## src/rtl/sprite_dma_pkg.sv

```systemverilog
package sprite_dma_pkg;

  localparam int XFER_LEN    = 160;
  localparam int FIRST_DELAY = 8;
  localparam int BYTE_GAP    = 4;
  localparam int PAGE_W      = 8;
  localparam int ADDR_W      = 16;
  localparam int DATA_W      = 8;
  localparam int IDX_W       = $clog2(XFER_LEN);
  localparam int CNT_W       = $clog2(FIRST_DELAY) + 1;
  localparam logic [PAGE_W-1:0] FOLD_LIMIT = 8'hE0;
  localparam logic [PAGE_W-1:0] FOLD_MASK  = 8'hDF;
  localparam logic [PAGE_W-1:0] OAM_PAGE   = 8'hFE;

  typedef enum logic [1:0] {
    BUS_CPU,
    BUS_MAIN,
    BUS_VIDEO,
    BUS_WRAM
  } busClassT;

  typedef struct packed {
    logic load;
    logic step;
  } dmaStrobeT;

  function automatic busClassT classifySlice(input logic [2:0] slice, input logic colour);
    busClassT cls;
    case (slice)
      3'd4:    cls = BUS_VIDEO;
      3'd6:    cls = colour ? BUS_WRAM : BUS_MAIN;
      3'd7:    cls = BUS_CPU;
      default: cls = BUS_MAIN;
    endcase
    return cls;
  endfunction

endpackage

```

## src/rtl/sprite_dma_ctrl.sv

```systemverilog
module sprite_dma_ctrl
  import sprite_dma_pkg::*;
(
  input  logic      clk,
  input  logic      rstN,
  input  logic      startWr,
  input  logic      lastByte,
  output dmaStrobeT strobe,
  output logic      active
);

  localparam logic [CNT_W-1:0] FIRST_LOAD = CNT_W'(FIRST_DELAY - 1);
  localparam logic [CNT_W-1:0] GAP_LOAD   = CNT_W'(BYTE_GAP - 1);

  logic [CNT_W-1:0] waitCnt;
  logic             slotDue;

  assign slotDue      = active && (waitCnt == '0);
  assign strobe.load  = startWr;
  assign strobe.step  = slotDue && !startWr;

  always_ff @(posedge clk) begin
    if (!rstN) begin
      active  <= 1'b0;
      waitCnt <= '0;
    end else if (startWr) begin
      active  <= 1'b1;
      waitCnt <= FIRST_LOAD;
    end else if (active) begin
      if (waitCnt == '0) begin
        if (lastByte) begin
          active <= 1'b0;
        end else begin
          waitCnt <= GAP_LOAD;
        end
      end else begin
        waitCnt <= waitCnt - 1'b1;
      end
    end
  end

  a_r4_no_step_after_load: assert property (@(posedge clk) disable iff (!rstN)
    strobe.load |=> !strobe.step);

  a_r5_step_spacing: assert property (@(posedge clk) disable iff (!rstN)
    strobe.step |=> !strobe.step);

  a_r6_end_on_step: assert property (@(posedge clk) disable iff (!rstN)
    $fell(active) |-> $past(strobe.step));

endmodule

```

## src/rtl/sprite_dma_path.sv

```systemverilog
module sprite_dma_path
  import sprite_dma_pkg::*;
(
  input  logic              clk,
  input  logic              rstN,
  input  dmaStrobeT         strobe,
  input  logic [PAGE_W-1:0] startPage,
  input  logic [DATA_W-1:0] srcRdData,
  output logic [PAGE_W-1:0] srcPage,
  output logic [ADDR_W-1:0] srcRdAddr,
  output logic              srcRdReq,
  output logic              oamWrEn,
  output logic [IDX_W-1:0]  oamWrAddr,
  output logic [DATA_W-1:0] oamWrData,
  output logic              lastByte
);

  logic [IDX_W-1:0]  idx;
  logic [PAGE_W-1:0] foldedPage;

  assign foldedPage = (startPage >= FOLD_LIMIT) ? (startPage & FOLD_MASK) : startPage;

  always_ff @(posedge clk) begin
    if (!rstN) begin
      srcPage <= '0;
      idx     <= '0;
    end else if (strobe.load) begin
      srcPage <= foldedPage;
      idx     <= '0;
    end else if (strobe.step) begin
      idx <= idx + 1'b1;
    end
  end

  assign srcRdAddr = {srcPage, {(ADDR_W-PAGE_W){1'b0}}} | ADDR_W'(idx);
  assign srcRdReq  = strobe.step;
  assign oamWrEn   = strobe.step;
  assign oamWrAddr = idx;
  assign oamWrData = srcRdData;
  assign lastByte  = (idx == IDX_W'(XFER_LEN - 1));

  a_r2_index_advance: assert property (@(posedge clk) disable iff (!rstN)
    (strobe.step && !strobe.load) |=> (idx == $past(idx) + 1'b1));

  a_r2_restart_zero: assert property (@(posedge clk) disable iff (!rstN)
    strobe.load |=> (idx == '0));

endmodule

```

## src/rtl/sprite_dma_arb.sv

```systemverilog
module sprite_dma_arb
  import sprite_dma_pkg::*;
(
  input  logic              clk,
  input  logic              rstN,
  input  logic              busy,
  input  logic              colourMode,
  input  logic [PAGE_W-1:0] srcPage,
  input  logic              cpuReq,
  input  logic              cpuWe,
  input  logic [PAGE_W-1:0] cpuAddrHi,
  input  logic [DATA_W-1:0] cpuRdataIn,
  output logic [DATA_W-1:0] cpuRdata,
  output logic              memWe
);

  busClassT dmaClass;
  busClassT cpuClass;
  logic     sameBus;
  logic     inOam;
  logic     blocked;

  assign dmaClass = classifySlice(srcPage[PAGE_W-1 -: 3], colourMode);
  assign cpuClass = classifySlice(cpuAddrHi[PAGE_W-1 -: 3], colourMode);
  assign sameBus  = (dmaClass != BUS_CPU) && (cpuClass == dmaClass);
  assign inOam    = (cpuAddrHi == OAM_PAGE);
  assign blocked  = busy && cpuReq && (sameBus || inOam);
  assign cpuRdata = blocked ? {DATA_W{1'b1}} : cpuRdataIn;
  assign memWe    = cpuReq && cpuWe && !blocked;

  a_r10_oam_write_dropped: assert property (@(posedge clk) disable iff (!rstN)
    (busy && cpuAddrHi == OAM_PAGE) |-> !memWe);

  a_r10_oam_read_ones: assert property (@(posedge clk) disable iff (!rstN)
    (busy && cpuReq && cpuAddrHi == OAM_PAGE) |-> (cpuRdata == {DATA_W{1'b1}}));

  a_r12_idle_pass: assert property (@(posedge clk) disable iff (!rstN)
    (!busy && cpuReq && cpuWe) |-> memWe);

endmodule

```

## src/rtl/sprite_dma_top.sv

```systemverilog
module sprite_dma_top
  import sprite_dma_pkg::*;
(
  input  logic              clk,
  input  logic              rstN,
  input  logic              colourMode,
  input  logic              startWr,
  input  logic [PAGE_W-1:0] startPage,
  output logic              srcRdReq,
  output logic [ADDR_W-1:0] srcRdAddr,
  input  logic [DATA_W-1:0] srcRdData,
  output logic              oamWrEn,
  output logic [IDX_W-1:0]  oamWrAddr,
  output logic [DATA_W-1:0] oamWrData,
  input  logic              cpuReq,
  input  logic              cpuWe,
  input  logic [PAGE_W-1:0] cpuAddrHi,
  input  logic [DATA_W-1:0] cpuRdataIn,
  output logic [DATA_W-1:0] cpuRdata,
  output logic              memWe,
  output logic              busy
);

  dmaStrobeT         strobe;
  logic              lastByte;
  logic [PAGE_W-1:0] srcPage;

  sprite_dma_ctrl i_ctrl (
    .clk      (clk),
    .rstN     (rstN),
    .startWr  (startWr),
    .lastByte (lastByte),
    .strobe   (strobe),
    .active   (busy)
  );

  sprite_dma_path i_path (
    .clk       (clk),
    .rstN      (rstN),
    .strobe    (strobe),
    .startPage (startPage),
    .srcRdData (srcRdData),
    .srcPage   (srcPage),
    .srcRdAddr (srcRdAddr),
    .srcRdReq  (srcRdReq),
    .oamWrEn   (oamWrEn),
    .oamWrAddr (oamWrAddr),
    .oamWrData (oamWrData),
    .lastByte  (lastByte)
  );

  sprite_dma_arb i_arb (
    .clk        (clk),
    .rstN       (rstN),
    .busy       (busy),
    .colourMode (colourMode),
    .srcPage    (srcPage),
    .cpuReq     (cpuReq),
    .cpuWe      (cpuWe),
    .cpuAddrHi  (cpuAddrHi),
    .cpuRdataIn (cpuRdataIn),
    .cpuRdata   (cpuRdata),
    .memWe      (memWe)
  );

  a_r6_writes_only_busy: assert property (@(posedge clk) disable iff (!rstN)
    oamWrEn |-> busy);

  a_r3_source_not_high: assert property (@(posedge clk) disable iff (!rstN)
    srcRdReq |-> (srcRdAddr[ADDR_W-1 -: 3] != 3'b111));

endmodule

```

## config.mk

```make
export PLATFORM = sky130hd
export DESIGN_NAME = sprite_dma_top
export DESIGN_NICKNAME = d
export VERILOG_FILES = /design/src/rtl/sprite_dma_pkg.sv /design/src/rtl/sprite_dma_ctrl.sv /design/src/rtl/sprite_dma_path.sv /design/src/rtl/sprite_dma_arb.sv /design/src/rtl/sprite_dma_top.sv
export SDC_FILE = /design/constraint.sdc
export NUM_CORES = 1
export LEC_CHECK = 0
export ABC_AREA = 0
export BUFFER_PORTS_ARGS = -buffer_cell sky130_fd_sc_hd__buf_2
export CAP_MARGIN = 0
export CORE_ASPECT_RATIO = 0.9
export CORE_MARGIN = 10
export CORE_UTILIZATION = 48
export DETAILED_ROUTE_END_ITERATION = 16
export GPL_TIMING_DRIVEN = 0
export PLACE_DENSITY = 0.9
export SYNTH_ARGS = -nofsm -noshare
export SYNTH_HDL_FRONTEND = slang
export SYNTH_HIERARCHICAL = 1
export SYNTH_SLANG_ARGS = --single-unit
export TNS_END_PERCENT = 20
```

## constraint.sdc

```tcl
create_clock -name clk -period 3.8 [get_ports clk]
set_input_delay 0.19 -clock clk [delete_from_list [all_inputs] [get_ports clk]]
set_output_delay 0.19 -clock clk [all_outputs]
set_load 0.01 [all_outputs]
```

==> impl_metrics.tcl, run 1 <==
set metrics [dict create \
    rsz0062_at_grt "false" \
    viasPerCell 5.02 \
    grt_max_degree 15 \
    skew_ns 0.000909 \
    num_vias 1432 \
    drt_iter0_drc 83 \
    drive_gt1_share_pct 49.4 \
    place_ws_ns 1.77 \
    cts_hold_buf 0 \
    dp_hpwl_um 3260 \
    fin_crit_sh_pct 53.8 \
    clockBufferDepth 2 \
    r2r-start "i_ctrl/waitCnt[0]" \
    totalWireLength_um 3940 \
    synth_seq_cells 21 \
    cp.arrival_ns 2.29 \
    fp.dieH_um 72.3 \
    setup_slack_ns 1.75 \
    fin_crit_ns 2.05 \
    drc 0 \
    avgRoutedWirePerCell_um 13.8 \
    power_frac_seq_pct 50.6 \
    yosysUniqueCellTypes 46 \
    dieArea_mm2 0.00565 \
    grt_pass1_vias 1388 \
    postLayoutCoreUtil_pct 67.1 \
    cp_max_fo 7 \
    insertion_delay_ns 0.30 \
    h-tree-depth 1 \
    rows 18 \
    status "finished, final reports clean" \
    fp.coreArea_mm2 0.00284 \
    cts.sinks 21 \
    cts_buffers 3 \
    antenna_left 0 \
    min-delay-start "startPage[4]" \
    final.setup.tns_ns 0 \
    slowest_delay_ns 0.49 \
    grt_pass1_wl_um 6440 \
    p_sw_uw 138 \
    cts_tree "built" \
    post_cts_buffers 0 \
    gp_congestion 0.809 \
    drv_cap 0 \
    synth_area_per_cell_um2 8.69 \
    relSlewSlack_pct 58.6 \
    start_util_pct 51.5 \
    overflow 0 \
    crit_chain "inv_1 > ha_1 > nand4bb_1 > nor2_1 > buf_4 > nand3_1 > or4_1 > a21oi_1" \
    fmax_mhz 489 \
    cts.repair.resized 0 \
    crit_slowest_cell "or4_1" \
    netSwitchingFraction_pct 29.1 \
    peakVddDrop_mv 0.207 \
    crit_type "flop to flop" \
    cts.clk_slew.worst_paths_ns 0.11 \
    min_path_cells 3 \
    antenna_found_initial 0 \
    intPower_uw 335 \
    p_comb_share_pct 27.2 \
    syn-instance-count 168 \
    worstHoldEndpoint "i_path/srcPage[4]" \
    crit_path_start "i_ctrl/waitCnt[0]" \
    placed_cell_area_mm2 0.00188 \
    grt_use_total_pct 13.1 \
    fillers 255 \
    cp-end-kind "flop" \
    synth.yosys.seq_area_share_pct 28.8 \
    io_pins 82 \
    maxSlewViolCount 0 \
    synth_fp_nets 209 \
    synthToLayoutAreaGrowth_pct 30.3 \
    antenna_cells 0 \
    setup-violations-final 0 \
    hold_viol 0 \
    holdCritPathClass "primary input to flop" \
    r2r-end "i_path/oamWrAddr[7]" \
    reg2reg_slack_ns 1.75 \
    nets 287 \
    critPathTopFamily "simple AND/OR/NAND/NOR gates" \
    dr.pass1.iters 4 \
    cp_num_buf_inv 2 \
    syn_area_mm2 0.00146 \
    port-buffer-count 73 \
    fin_area_mm2 0.00190 \
    max_slew.worst_pin.slew_ns 0.615 \
    worst-r2r-cell-count 8 \
    p_leak_nw 0.934 \
    ys_warn_count 6 \
    crit_required_ns 4.04 \
    start_kind "flop" \
    power.density_mw_per_mm2 249 \
    dieWidth_um 78.1 \
    root_buffer "clkbuf_4" \
    power_frac_clock_pct 22.2 \
    power_uw 473 \
]
## synth_stat cells, drive strengths merged
cell type,number,share of area [%]
a211oi,2,1.0
a21boi,1,0.51
a21o,1,0.51
a21oi,21,7.2
a2bb2oi,1,1.0
a41o,1,0.69
a41oi,1,1.9
and2,2,1.0
and2b,2,1.1
and3b,1,0.60
and4b,1,0.69
buf,31,15
clkbuf,1,0.26
dfxtp,21,29
ha,3,2.6
inv,3,0.77
mux2i,8,5.5
nand2,9,2.3
nand2b,3,1.8
nand3,5,2.4
nand4,2,0.86
nand4b,1,0.60
nand4bb,2,2.7
nor2,6,1.5
nor2b,9,3.9
nor3,10,3.8
nor3b,1,0.51
nor4,2,0.86
nor4b,1,1.0
o21a,1,0.51
o21ai,5,2.0
o311a,1,0.69
o31a,1,0.60
o31ai,1,0.51
or3,2,1.0
or4,1,0.51
xnor2,1,0.60
xor2,3,1.8
## cells in the final DEF (no fill, tap or decap), types with 2 or more instances in the layout
cell,Yosys,final
nor2_1,6,6
inv_1,3,3
nor3_1,9,9
nand2b_1,2,2
mux2i_1,8,8
nand2_1,9,9
o21ai_0,4,4
buf_4,28,28
nor4_1,2,2
or3_2,2,2
nand4_1,2,2
buf_2,3,76
dfxtp_1,21,21
a211oi_1,2,2
nor2b_1,9,9
nand3_2,2,2
xor2_1,3,3
nand3_1,3,3
clkbuf_4,0,3
ha_1,3,3
a21oi_1,21,21
## sequential cells by signal, summed over array words and instances (netlist names)
name / flops
i_path/oamWrAddr: 8
i_path/srcPage: 8
i_ctrl/waitCnt: 4
i_ctrl/active: 1
## area by class of cell
type,instances,area [µm²],area share [%]
Sequential cell,21,420,22.1
Tap cell,40,50.0,2.63
Buffer,32,229,12.0
Clock buffer,3,22.5,1.18
Clock inverter,1,5.00,0.263
Multi-Input combinational cell,112,800,42.0
Inverter,3,11.3,0.592
Timing Repair Buffer,73,365,19.2
## routing by layer
metal  up-vias  GRT usage [%]  wire [µm]  share of wire [%]
li1        726              -          -                  -
met1       663           14.6       1640                 42
met2        41           23.4       2010                 51
met3         2           5.67        282                7.2
met4         0           1.19          8               0.20
met5         -              0          0                  0
## logic make-up after synthesis
family / Yosys count / synth area share (%)
AND/OR/NAND/NOR: 60 / 27.2
flip-flops: 21 / 28.8
XOR/XNOR: 4 / 2.40
AO/OA/AOI/OAI: 37 / 17.1
buffers and inverters: 35 / 16.5
multiplexers: 8 / 5.48
adder cells (fa/ha/maj): 3 / 2.57
## how the worst max path moves through the flow
stage / cells after the start / slack (ns) / to
global placement: 6 / 1.84 / i_ctrl/waitCnt[1]
detailed placement: 8 / 1.77 / i_path/oamWrAddr[7]
CTS: 6 / 1.74 / i_ctrl/waitCnt[1]
global route: 6 / 1.55 / i_ctrl/waitCnt[1]
floorplan: 6 / 1.94 / i_ctrl/waitCnt[1]
finish: 8 / 1.75 / i_path/oamWrAddr[7]
## power by group through the flow
stage / clock (mW) / combinational (mW) / sequential [mW]
after detailed placement: 0 / 0.130 / 0.244
after CTS: 0.110 / 0.130 / 0.239
after floorplan: 0 / 0.0800 / 0.242
after global routing: 0.120 / 0.142 / 0.241
final: 0.105 / 0.129 / 0.239
after global placement: 0 / 0.126 / 0.244
## tightest hold or removal path, cell delays in order
cell and delay [ns]:
buf_2 0.07, mux2i_1 0.05, nor2b_1 0.10
## stage by stage
stage / cells / hold slack, ns
after floorplan: 168 / 0.307
after global placement: 281 / 0.448
after detailed placement: 281 / 0.456
after CTS: 285 / 0.133
after global routing: 285 / 0.143
final: 285 / 0.143
Power figures use the tool's default switching activity.
==> run 2, diff against run 1 <==
--- a/config.mk
+++ b/config.mk
@@ -10,10 +10,10 @@
 export CAP_MARGIN = 0
 export CORE_ASPECT_RATIO = 0.9
 export CORE_MARGIN = 10
-export CORE_UTILIZATION = 48
+export CORE_UTILIZATION = 40
 export DETAILED_ROUTE_END_ITERATION = 16
 export GPL_TIMING_DRIVEN = 0
-export PLACE_DENSITY = 0.9
+export PLACE_DENSITY = 0.8
 export SYNTH_ARGS = -nofsm -noshare
 export SYNTH_HDL_FRONTEND = slang
 export SYNTH_HIERARCHICAL = 1
==> constraint.sdc (replaced) <==
create_clock -name clk -period 1.7 [get_ports clk]
set_input_delay 0.085 -clock clk [delete_from_list [all_inputs] [get_ports clk]]
set_output_delay 0.085 -clock clk [all_outputs]
set_load 0.01 [all_outputs]
==> impl_metrics.tcl, run 2 (synthesized netlist as in run 1, its figures left out) <==
set metrics [dict create \
    rsz0062_at_grt "true" \
    r2r-start "i_ctrl/waitCnt[1]" \
    reg2reg_slack_ns 0.02 \
    placed_cell_area_mm2 0.00191 \
    fmax_mhz 595 \
    antenna_left 0 \
    route.met3.wl_um 330 \
    grt_max_degree 15 \
    root_buffer "clkbuf_8" \
    crit_type "flop to flop" \
    totalWireLength_um 4150 \
    rows 20 \
    cp.arrival_ns 1.88 \
    setup-violations-final 0 \
    overflow 0 \
    io_pins 82 \
    dieArea_mm2 0.00647 \
    peakVddDrop_mv 0.464 \
    cts_buffers 3 \
    cts.sinks 21 \
    wl_met2_um 2180 \
    cp-end-kind "flop" \
    cts_hold_buf 0 \
    drv_cap 0 \
    fin_crit_sh_pct 98.9 \
    cts_tree "built" \
    crit_slowest_cell "or3_2" \
    gp_congestion 0.744 \
    insertion_delay_ns 0.26 \
    skew_ns 0.00393 \
    final_cell_mix "buf_2 (75), buf_4 (32), a21oi_1 (20)" \
    crit_end "i_path/oamWrAddr[5]" \
    drt-met1-wl_um 1570 \
    power.density_mw_per_mm2 562 \
    cp_max_fo 4 \
    status "finished, final reports clean" \
    fp.dieH_um 77.3 \
    drive_gt1_share_pct 57.8 \
    hold_viol 0 \
    crit_path_start "i_ctrl/waitCnt[1]" \
    antenna_found_initial 0 \
    fin_area_mm2 0.00208 \
    slowest_delay_ns 0.42 \
    antenna_cells 0 \
    drt_iter0_drc 51 \
    avgRoutedWirePerCell_um 14.1 \
    power_mw 1.17 \
    relSlewSlack_pct 75.0 \
    dr.pass1.iters 4 \
    crit_chain "inv_2 > ha_4 > nand4bb_1 > nor2_2 > buf_6 > nand3_2 > or3_2 > a21oi_1" \
    p_leak_nw 0.993 \
    r2r-end "i_path/oamWrAddr[5]" \
    topRoutingLayerUsed "met4" \
    drc 0 \
    fp.coreArea_mm2 0.00345 \
    mostFrequentLayoutCell "buf_2" \
    maxSlewViolCount 0 \
    clockBufferDepth 2 \
    grt_pass1_vias 1452 \
    fillers 312 \
    crit_required_ns 1.90 \
    dieWidth_um 83.7 \
    port-buffer-count 73 \
    viasPerCell 4.95 \
    synthToLayoutAreaGrowth_pct 42.2 \
    worst-r2r-cell-count 8 \
    nets 293 \
    holdCritPathClass "primary input to flop" \
    start_kind "flop" \
    start_util_pct 42.3 \
    grt_use_total_pct 12.2 \
    fin_crit_ns 1.68 \
    grt_pass1_wl_um 6820 \
    num_vias 1459 \
    fin_hold_ws_ns 0.0841 \
    h-tree-depth 1 \
    dp_hpwl_um 3250 \
    cts.clk_slew.worst_paths_ns 0.08 \
    max_slew.worst_pin.slew_ns 0.374 \
]
-- run 2: repair_timing --
item                                    CTS  global route
gates cloned                              1             0
endpoints found under the setup margin   14            14
gates resized for setup                  13             8
setup buffers                             3             2
pin swaps                                 1             4
-- run 2: worst min-delay path by stage --
stage	depth (start not counted)	startpoint	slack, ns	to
detailed placement	3	startPage[3]	0.36	i_path/srcPage[3]
CTS	3	startPage[3]	0.08	i_path/srcPage[3]
global placement	3	startPage[3]	0.35	i_path/srcPage[3]
global route	3	startPage[5]	0.08	i_path/srcPage[5]
floorplan	1	rstN	0.20	i_ctrl/active
finish	3	startPage[3]	0.08	i_path/srcPage[3]
-- run 2: through the flow --
| stage | setup TNS (ns) | util, % | setup WS (ns) | instances |
|---|---|---|---|---|
| floorplan | -0.0449 | - | -0.0227 | 168 |
| global route | -0.570 | 60.1 | -0.0841 | 295 |
| finish | 0 | 60.1 | 0.0189 | 295 |
| detailed placement | -0.468 | 55.2 | -0.179 | 285 |
| global placement | -0.363 | 55.2 | -0.151 | 285 |
| CTS | -0.0265 | 58.8 | -0.0265 | 293 |
-- run 2: cell type report --
class	count	area, µm²	share of cell area (%)
Inverter	3	11.3	0.542
Tap cell	44	55.1	2.65
Buffer	32	235	11.3
Clock inverter	1	5.00	0.241
Sequential cell	21	437	21.0
Multi-Input combinational cell	113	890	42.8
Clock buffer	3	41.3	1.99
Timing Repair Buffer	78	403	19.4
-- run 2: critical path: cells and delay by family, from the launching register on --
| family | cells | cell delay (ns) |
|---|---|---|
| AOI/OAI and AO/OA | 1 | 0.14 |
| adders and majority gates | 1 | 0.15 |
| buffers and inverters | 2 | 0.19 |
| DFF | 1 | 0.34 |
| and+or+nand+nor | 4 | 0.80 |
-- run 2: metal layers --
metal,GRT usage [%],up-vias
li1,-,742
met1,13.3,663
met2,21.6,50
met3,4.44,4
met4,3.68,0
met5,0,-
-- run 2: report_power, final --
group          total, mW  switching, mW  internal (mW)
sequential         0.537         0.0256          0.511
combinational      0.306          0.145          0.161
clock              0.324          0.161          0.163
total               1.17          0.331          0.835
==> run 3, diff against run 2 <==
--- a/config.mk
+++ b/config.mk
@@ -5,12 +5,11 @@
 export SDC_FILE = /design/constraint.sdc
 export NUM_CORES = 1
 export LEC_CHECK = 0
-export ABC_AREA = 0
+export ABC_AREA = 1
 export BUFFER_PORTS_ARGS = -buffer_cell sky130_fd_sc_hd__buf_2
 export CAP_MARGIN = 0
 export CORE_ASPECT_RATIO = 0.9
-export CORE_MARGIN = 10
-export CORE_UTILIZATION = 40
+export CORE_UTILIZATION = 39
 export DETAILED_ROUTE_END_ITERATION = 16
 export GPL_TIMING_DRIVEN = 0
 export PLACE_DENSITY = 0.8
==> impl_metrics.tcl, run 3 <==
set metrics [dict create \
    cp.arrival_ns 1.52 \
    antenna_left 0 \
    rows 20 \
    avgRoutedWirePerCell_um 8.85 \
    grt_pass1_wl_um 4700 \
    port-buffer-count 73 \
    reg2reg_slack_ns 0.13 \
    yosysUniqueCellTypes 22 \
    drt-met1-wl_um 1370 \
    placed_cell_area_mm2 0.00184 \
    fin_crit_ns 1.61 \
    relSlewSlack_pct 83.7 \
    crit_required_ns 1.62 \
    critPathMostFrequentCell "buf_4" \
    power.density_mw_per_mm2 592 \
    crit_chain "inv_2 > ha_2 > nand2_2 > nor4_4 > buf_4 > buf_4 > buf_2" \
    crit_slowest_cell "dfxtp_2" \
    antenna_found_initial 0 \
    dr.pass1.iters 4 \
    synth_seq_cells 21 \
    maxSlewViolCount 0 \
    insertion_delay_ns 0.26 \
    fp.coreArea_mm2 0.00340 \
    syn_area_mm2 0.00141 \
    fillers 364 \
    fmax_mhz 622 \
    synth_common_cells "nand2_1 (47), inv_1 (32), buf_4 (27), nor2_1 (26), dfxtp_1 (21)" \
    clockBufferDepth 2 \
    io_pins 82 \
    cp_max_fo 8 \
    grt_pass1_vias 1137 \
    slowest_delay_ns 0.34 \
    synth_edf_count 0 \
    holdCritPathClass "primary input to flop" \
    p_comb_share_pct 24.2 \
    max_slew.worst_pin.slew_ns 0.244 \
    antenna_cells 0 \
    synthTopCellsByArea "dfxtp_1 (30%), buf_4 (14%), nand2_1 (13%)" \
    fin_crit_sh_pct 94.6 \
    cts_buffers 3 \
    cp.depth 7 \
    dp_hpwl_um 2440 \
    intPower_uw 817 \
    totalWireLength_um 2990 \
    min_path_cells 3 \
    place_ws_ns -0.0533 \
    synth_fp_nets 256 \
    fp.dieH_um 58.9 \
    grt_use_total_pct 15.5 \
    setup-violations-final 0 \
    drive_gt1_share_pct 43.5 \
    netSwitchingFraction_pct 27.9 \
    cp_num_buf_inv 4 \
    mostFrequentLayoutCell "buf_2" \
    ys_warn_count 6 \
    status "finished, final reports clean" \
    cts.clk_slew.worst_paths_ns 0.07 \
    cp-end-kind "output pin" \
    peakVddDrop_mv 0.369 \
    dieArea_mm2 0.00385 \
    postLayoutCoreUtil_pct 56.2 \
    critPathTopFamily "buffers and inverters" \
    skew_ns 0.00329 \
    final_cell_mix "buf_2 (74), nand2_1 (46), inv_1 (30)" \
    overflow 0 \
    route.met3.wl_um 162 \
    drt_iter0_drc 49 \
    power_frac_clock_pct 28.4 \
    p_leak_nw 1.08 \
    crit_type "flop to output pin" \
    fin_area_mm2 0.00191 \
    yosysMostFrequentCell "nand2_1" \
    power_frac_seq_pct 47.4 \
    start_util_pct 41.3 \
    hold_viol 0 \
    dieWidth_um 65.3 \
    viasPerCell 4.40 \
    synth_area_leader_cell "dfxtp_1" \
    grt_max_degree 12 \
    topRoutingLayerUsed "met3" \
    h-tree-depth 1 \
    syn-instance-count 215 \
    root_buffer "clkbuf_8" \
    worst-r2r-cell-count 10 \
    synthArstFlopShare_pct 0 \
    gp_congestion 0.758 \
    start_kind "flop" \
    drv_cap 0 \
    ys.flop_type "dfxtp_1" \
    p_sw_uw 316 \
    cts_tree "built" \
    num_vias 1487 \
    synthToLayoutAreaGrowth_pct 36.2 \
    cts_hold_buf 0 \
    cts.sinks 21 \
    setup_slack_ns 0.0916 \
    nets 336 \
    rsz0062_at_grt "true" \
    synth_area_per_cell_um2 6.54 \
    synth.yosys.seq_area_share_pct 29.9 \
    synth.top_cell.area_share_pct 29.9 \
    drc 0 \
    wl_met2_um 1460 \
]
-- run 3: cell types whose count changed after synthesis, moves of 5 or more --
cell	delta
mux2i_1	-8
inv_1	+29
o21ai_0	+6
a21oi_1	-11
nand2_1	+38
nor2_1	+20
nand3_1	+11
nor3_1	-8
nor2b_1	-9
nand2_2	+5
-- run 3: what timing repair did --
item / in CTS / in global routing
resized for setup: 1 / 6
setup endpoints to repair: 7 / 9
pin swaps: 1 / 0
hold endpoints to repair: 0 / 0
buffers inserted: 2 / 0
-- run 3: per-layer routing --
metal	global-route usage (%)	vias up
met3	3.49	0
met2	27.4	42
li1	-	798
met1	19.0	647
met4	3.73	0
met5	0	-
-- run 3: layout make-up --
class                      count  area [µm²]  share of cell area [%]
inverter                      33         124                    6.47
clock buffer                   4        45.0                    2.35
multi-input combinational    133         678                    35.4
tap                           44        55.1                    2.88
buffer                        28         208                    10.9
sequential                    21         423                    22.1
timing repair buffer          75         380                    19.9
-- run 3: power by group through the flow --
stage                     logic, mW  clock network [mW]  registers [mW]
after floorplan               0.171                   0           0.543
after global placement        0.262                   0           0.546
after detailed placement      0.268                   0           0.547
after CTS                     0.274               0.336           0.535
after global routing          0.309               0.360           0.540
final                         0.274               0.321           0.537
-- run 3: kinds of logic (layout without fill, tap and decap cells) --
kind of cell | after synthesis | count (layout) | synth area share (%)
AND/OR/NAND/NOR | 106 | 106 | 34.5
AO/OA/AOI/OAI | 24 | 24 | 9.35
buffers and inverters | 61 | 140 | 23.6
flip-flops | 21 | 21 | 29.9
adder cells (fa/ha/maj) | 3 | 3 | 2.67
-- run 3: worst min-delay path: cells and delay by family --
family        cells  cell delay [ns]
simple gates      2             0.11
buf+inv           1             0.08
-- run 3: final timing paths --
check / start / to
min: startPage[2] / i_path/srcPage[2]
min reg2reg: i_ctrl/waitCnt[1] / i_ctrl/waitCnt[1]
max reg2reg: i_ctrl/waitCnt[0] / i_path/oamWrAddr[6]
max: i_ctrl/waitCnt[0] / oamWrEn
-- run 3: stage by stage --
stage	hold WS, ns	std cells	setup TNS (ns)	total power, mW
finish	0.0517	338	0	1.13
global route	0.0536	338	-0.00151	1.21
CTS	0.0417	338	0	1.15
detailed placement	0.325	332	-0.0772	0.814
global placement	0.309	332	-0.0163	0.807
floorplan	0.205	215	0	0.713
